### src/rtl/col_supply_pkg.sv
package col_supply_pkg;

    typedef enum logic [1:0] {
        OP_STBY = 2'b00,
        OP_RD   = 2'b01,
        OP_WR   = 2'b10,
        OP_RSV  = 2'b11
    } op_e;

    typedef enum logic [1:0] {
        ST_IDLE   = 2'b00,
        ST_SETTLE = 2'b01,
        ST_ACTIVE = 2'b10,
        ST_HOLD   = 2'b11
    } seq_st_e;

endpackage

### src/rtl/col_pattern_gen.sv
module col_pattern_gen
    import col_supply_pkg::*;
#(
    parameter int NUM_COLS  = 32,
    parameter int MUX_RATIO = 8,
    localparam int MUX_W    = (MUX_RATIO > 1) ? $clog2(MUX_RATIO) : 1
) (
    input  logic [1:0]          op,
    input  logic [MUX_W-1:0]    col,
    output logic [NUM_COLS-1:0] pattern
);

    logic is_rd;
    logic is_wr;

    assign is_rd = (op == OP_RD);
    assign is_wr = (op == OP_WR);

    // Each column knows its own slot within the mux group.
    for (genvar c = 0; c < NUM_COLS; c++) begin : g_col
        localparam int SLOT = c % MUX_RATIO;
        assign pattern[c] = is_rd | (is_wr & (col != MUX_W'(SLOT)));
    end

endmodule

### src/rtl/col_seq_fsm.sv
module col_seq_fsm
    import col_supply_pkg::*;
#(
    parameter int NUM_COLS   = 32,
    parameter int MUX_RATIO  = 8,
    parameter int SETTLE_CYC = 1,
    parameter int WL_CYC     = 2,
    localparam int CNT_MAX   = (SETTLE_CYC > WL_CYC) ? SETTLE_CYC : WL_CYC,
    localparam int CNT_W     = (CNT_MAX > 1) ? $clog2(CNT_MAX + 1) : 1
) (
    input  logic                clk,
    input  logic                rst_n,
    input  logic                req_valid,
    input  logic [1:0]          req_op,
    input  logic [NUM_COLS-1:0] req_pattern,
    output logic [NUM_COLS-1:0] sel,
    output logic                wl,
    output logic                ready
);

    localparam logic [CNT_W-1:0] SETTLE_LAST = CNT_W'(SETTLE_CYC - 1);
    localparam logic [CNT_W-1:0] WL_LAST     = CNT_W'(WL_CYC - 1);

    typedef struct packed {
        seq_st_e             st;
        logic [CNT_W-1:0]    cnt;
        logic [NUM_COLS-1:0] sel;
        logic                wl;
        logic [1:0]          op;
    } seq_t;

    seq_t s_d, s_q;
    logic accept;
    logic is_access;

    assign ready     = (s_q.st == ST_IDLE) || (s_q.st == ST_HOLD);
    assign accept    = ready && req_valid;
    assign is_access = (req_op == OP_RD) || (req_op == OP_WR);

    always_comb begin
        s_d = s_q;
        unique case (s_q.st)
            ST_IDLE, ST_HOLD: begin
                s_d.wl  = 1'b0;
                s_d.cnt = '0;
                if (accept && is_access) begin
                    s_d.st  = ST_SETTLE;
                    s_d.sel = req_pattern;
                    s_d.op  = req_op;
                end else begin
                    s_d.st  = ST_IDLE;
                    s_d.sel = '0;
                    s_d.op  = OP_STBY;
                end
            end
            ST_SETTLE: begin
                if (s_q.cnt == SETTLE_LAST) begin
                    s_d.st  = ST_ACTIVE;
                    s_d.cnt = '0;
                    s_d.wl  = 1'b1;
                end else begin
                    s_d.cnt = s_q.cnt + 1'b1;
                end
            end
            ST_ACTIVE: begin
                if (s_q.cnt == WL_LAST) begin
                    s_d.st  = ST_HOLD;
                    s_d.cnt = '0;
                    s_d.wl  = 1'b0;
                end else begin
                    s_d.cnt = s_q.cnt + 1'b1;
                end
            end
            default: s_d = s_q;
        endcase
    end

    always_ff @(posedge clk or negedge rst_n) begin
        if (!rst_n) begin
            s_q <= '{st: ST_IDLE, cnt: '0, sel: '0, wl: 1'b0, op: OP_STBY};
        end else begin
            s_q <= s_d;
        end
    end

    assign sel = s_q.sel;
    assign wl  = s_q.wl;

    // idle means every column on the low rail
    a_r1_idle_all_low: assert property (@(posedge clk) disable iff (!rst_n)
        (s_q.st == ST_IDLE) |-> (s_q.sel == '0 && !s_q.wl));

    // the pattern is already settled when the wordline rises
    a_r4_stable_at_rise: assert property (@(posedge clk) disable iff (!rst_n)
        $rose(s_q.wl) |-> $stable(s_q.sel));

    // no pattern change during the wordline pulse
    a_r4_stable_during_wl: assert property (@(posedge clk) disable iff (!rst_n)
        (s_q.wl && $past(s_q.wl)) |-> $stable(s_q.sel));

    // the pattern is still held in the cycle the wordline falls
    a_r6_hold_on_fall: assert property (@(posedge clk) disable iff (!rst_n)
        $fell(s_q.wl) |-> $stable(s_q.sel));

    // not ready while the wordline is up
    a_r7_busy_when_wl: assert property (@(posedge clk) disable iff (!rst_n)
        s_q.wl |-> !ready);

    // a write lowers exactly one column per mux group
    a_r3_write_count: assert property (@(posedge clk) disable iff (!rst_n)
        (s_q.wl && s_q.op == OP_WR) |->
            ($countones(s_q.sel) == NUM_COLS - (NUM_COLS / MUX_RATIO)));

    // a read raises every column
    a_r2_read_all_high: assert property (@(posedge clk) disable iff (!rst_n)
        (s_q.wl && s_q.op == OP_RD) |-> (s_q.sel == '1));

endmodule

### src/rtl/col_supply_ctrl.sv
module col_supply_ctrl
    import col_supply_pkg::*;
#(
    parameter int NUM_COLS   = 32,
    parameter int MUX_RATIO  = 8,
    parameter int SETTLE_CYC = 1,
    parameter int WL_CYC     = 2,
    localparam int MUX_W     = (MUX_RATIO > 1) ? $clog2(MUX_RATIO) : 1
) (
    input  logic                clk,
    input  logic                rst_n,
    input  logic                req_valid,
    input  logic [1:0]          req_op,
    input  logic [MUX_W-1:0]    req_col,
    output logic [NUM_COLS-1:0] col_hi_sel,
    output logic                wl_en,
    output logic                seq_ready
);

    logic [NUM_COLS-1:0] next_pattern;

    col_pattern_gen #(
        .NUM_COLS  (NUM_COLS),
        .MUX_RATIO (MUX_RATIO)
    ) u_pattern (
        .op      (req_op),
        .col     (req_col),
        .pattern (next_pattern)
    );

    col_seq_fsm #(
        .NUM_COLS   (NUM_COLS),
        .MUX_RATIO  (MUX_RATIO),
        .SETTLE_CYC (SETTLE_CYC),
        .WL_CYC     (WL_CYC)
    ) u_seq (
        .clk         (clk),
        .rst_n       (rst_n),
        .req_valid   (req_valid),
        .req_op      (req_op),
        .req_pattern (next_pattern),
        .sel         (col_hi_sel),
        .wl          (wl_en),
        .ready       (seq_ready)
    );

endmodule

### config.mk
export PLATFORM = sky130hd
export DESIGN_NAME = col_supply_ctrl
export DESIGN_NICKNAME = d
export VERILOG_FILES = /design/src/rtl/col_supply_pkg.sv /design/src/rtl/col_pattern_gen.sv /design/src/rtl/col_seq_fsm.sv /design/src/rtl/col_supply_ctrl.sv
export SDC_FILE = /design/constraint.sdc
export NUM_CORES = 1
export LEC_CHECK = 0
export BUFFER_PORTS_ARGS = -buffer_cell sky130_fd_sc_hd__buf_2
export CAP_MARGIN = 10
export CELL_PAD_IN_SITES_DETAIL_PLACEMENT = 1
export CELL_PAD_IN_SITES_GLOBAL_PLACEMENT = 2
export CORE_AREA = 2 2 89 69
export CTS_BUF_LIST = sky130_fd_sc_hd__clkbuf_2 sky130_fd_sc_hd__clkbuf_4 sky130_fd_sc_hd__clkbuf_8
export CTS_CLUSTER_DIAMETER = 40
export DETAILED_ROUTE_END_ITERATION = 8
export DIE_AREA = 0 0 91 71
export PLACE_DENSITY = 0.87
export SLEW_MARGIN = 20
export SYNTH_ARGS = -nofsm -noshare
export SYNTH_HDL_FRONTEND = slang
export SYNTH_HIERARCHICAL = 1
export SYNTH_SLANG_ARGS = --single-unit
### constraint.sdc
create_clock -name clk -period 2.4 [get_ports clk]
set_input_delay 0.48 -clock clk [delete_from_list [all_inputs] [get_ports clk]]
set_output_delay 0.48 -clock clk [all_outputs]
set_load 0.005 [all_outputs]
==> impl_metrics.toml <==
[status]
status = "complete, no violations"

[clocking]
clk_pin_slew_ns = 0.07
cts_buffers = 5
cts_resized = 0
cts.sinks = 37
clk_path_buf_depth = 2
cts_max_level = 2
hold_buffers = 0
cts_tree = "built"
clockRootBuffer = "clkbuf_8"
cts_setup_buffers = 0
insertion_delay_ns = 0.29

[final_layout]
final_nets = 171
syn_to_final_growth_pct = -2.68
seqCellArea_um2 = 926
final_util = 0.346
nFillCells = 662
n_antenna_cell = 0
drive_gt1_frac = 0.535
multi_input_area_um2 = 581

[synth]
yosysMostFrequentCell = "buf_4"
synth_ff_type = "dfrtp_1"
yosys.area.top_type = "dfrtp_1"
synth-simple-area-share = 0.0392
synth_xor_area_frac = 0.0125
syn_avg_cell_area_um2 = 11.7
synth_top_family_by_area = "buffers and inverters"
synth_seq_cells = 37
synth-edff-count = 0
synth_area_leaders = "dfrtp_1, buf_4, a22o_2"
yosysUniqueCellTypes = 22
synthMuxAreaShare = 0.00498
synthArstFlopShare = 1.00
synth_compound_area_frac = 0.201
syn_area_mm2 = 0.00201
ys_top_cells_by_count = "buf_4, dfrtp_1, a22o_2, a21oi_1, nor2_1"
synth_top_area_frac = 0.461
syn-num-nets = 185
syn-instance-count = 172
synth_adder_area_share = 0.0311
seq_area_frac_synth = 0.461
yosysWarnings = 6

[pwr]
pwr_density_cell_mw_per_mm2 = 1370
vdd_drop_max_mv = 0.930
cellLeakagePower_uw = 0.00103

[setup_path]
crit_family = "simple AND/OR/NAND/NOR gates"
slowest_delay_ns = 0.66
endpoint_kind = "flop"
path_depth = 5
critPathKind = "reg2reg"
arrival_ns = 2.29
cp_slowest_cell = "and3_1"
start_kind = "flop"
path_cells = "inv_1, ha_1, and3_1, buf_4, a22o_2"
crit_start = "u_seq/s_q[37]"
path_max_fanout = 19
crit_required_ns = 2.63
reg2reg_depth = 5
worstReg2RegStart = "u_seq/s_q[37]"
crit_buf_inv = 2

[detailed_routing]
drc = 0
wirelength_um = 3980
viasPerCell = 4.74
dr.first_iter.drc_count = 39
ant_nets = 0
via_count = 1124
drt-wirelength-per-cell_um = 16.8
firstDrtPassIters = 4

[floorplanning]
die_y_um = 71
die_w_um = 91
io_pins = 42
design.die.area_mm2 = 0.00646
initial_core_util = 0.356
coreArea_mm2 = 0.00565
rows = 24

[flow_run]
drv_cap = 0

[timing]
min_period_over_period = 0.857
period_minus_slack_ns = 2.06
slew_headroom = 0.339
finalMaxSlewViolations = 0
setup-violations-final = 0
hold_viol = 0
grt_setup_unrepaired = "false"
max_freq_ghz = 0.486
setup_tns_ns = 0
fin_skew_ns = 0.00568
worstMarginPinSlew_ns = 0.990

[worst_hold_path]
hold_path.class = "in2async"

[grt]
overflow = 0
grt_start_max_net_pins = 38
antenna_found_initial = 0
grt_pass1_vias = 1180
grtUsageTotal = 0.131
grt_pass1_wl_um = 6300

[place]
gp_congestion = 0.756
io_buffers = 41
dp_hpwl_um = 2770
==> worst paths after layout <==
path | to | slack, ns
worst max-delay path | u_seq/sel[8] | 0.34
worst min-delay path | u_seq/sel[4] | 0.29
worst max register to register | u_seq/sel[8] | 0.34
worst min register to register | u_seq/wl | 0.49
max in group asynchronous | u_seq/sel[24] | 1.58
min in group clk | u_seq/wl | 0.49
==> per-stage QoR <==
step | hold slack, ns | setup WS (ns) | std cells | total power (µW) | cell area (µm²)
2_1_floorplan | 0.184 | 0.904 | 172 | 2090 | 2010
3_3_place_gp | 0.481 | 0.416 | 229 | 2090 | 1840
3_5_place_dp | 0.482 | 0.372 | 229 | 2120 | 1840
4_1_cts | 0.299 | 0.331 | 237 | 2710 | 1960
5_1_grt | 0.339 | 0.183 | 237 | 2870 | 1960
6_report | 0.287 | 0.344 | 237 | 2670 | 1960
==> placed cells by master (no fill, tap or decap) <==
cell type / instances
nor2b_1: 5
a21oi_1: 6
and2b_4: 1
and3_1: 1
bufinv_16: 1
xor2_1: 1
inv_1: 5
a22o_2: 32
o22a_1: 1
mux2i_1: 1
clkbuf_4: 1
a21boi_0: 1
a31oi_1: 2
ha_1: 5
and2b_2: 1
nor2_1: 6
xnor2_2: 1
dfrtp_1: 37
clkbuf_8: 6
buf_4: 1
a22oi_1: 2
buf_2: 41
o32a_1: 1
==> area by class of cell <==
class | instances | area share
Clock buffer | 7 | 0.0461
Clock inverter | 1 | 0.0154
Inverter | 5 | 0.00960
Multi-Input combinational cell | 67 | 0.297
Sequential cell | 37 | 0.473
Tap cell | 78 | 0.0499
Timing Repair Buffer | 42 | 0.109
==> report_power, final <==
part	switching, µW	internal, µW	leakage (µW)
logic	540	510	0.000471
registers	162	890	0.000497
clock network	220	350	0.0000619
total	923	1750	0.00103
==> state kept, by name (all words and copies together) (netlist names) <==
signal	flops
u_seq/s_q	4
u_seq/wl	1
u_seq/sel	32
==> cell families after synthesis <==
kind of cell / after synthesis
AND/OR/NAND/NOR: 14
adder cells (fa/ha/maj): 5
flip-flops: 37
buffers and inverters: 68
AO/OA/AOI/OAI: 45
XOR/XNOR: 2
multiplexers: 1
==> per-layer routing <==
metal  global-route usage  vias up  share of wire
met1                0.179      563           0.48
met4               0.0657        0          0.018
met5                    0        -              0
met3               0.0383        6          0.086
met2                0.190       46           0.42
li1                     -      509              -
No activity file was read; power rests on OpenSTA's default activity.
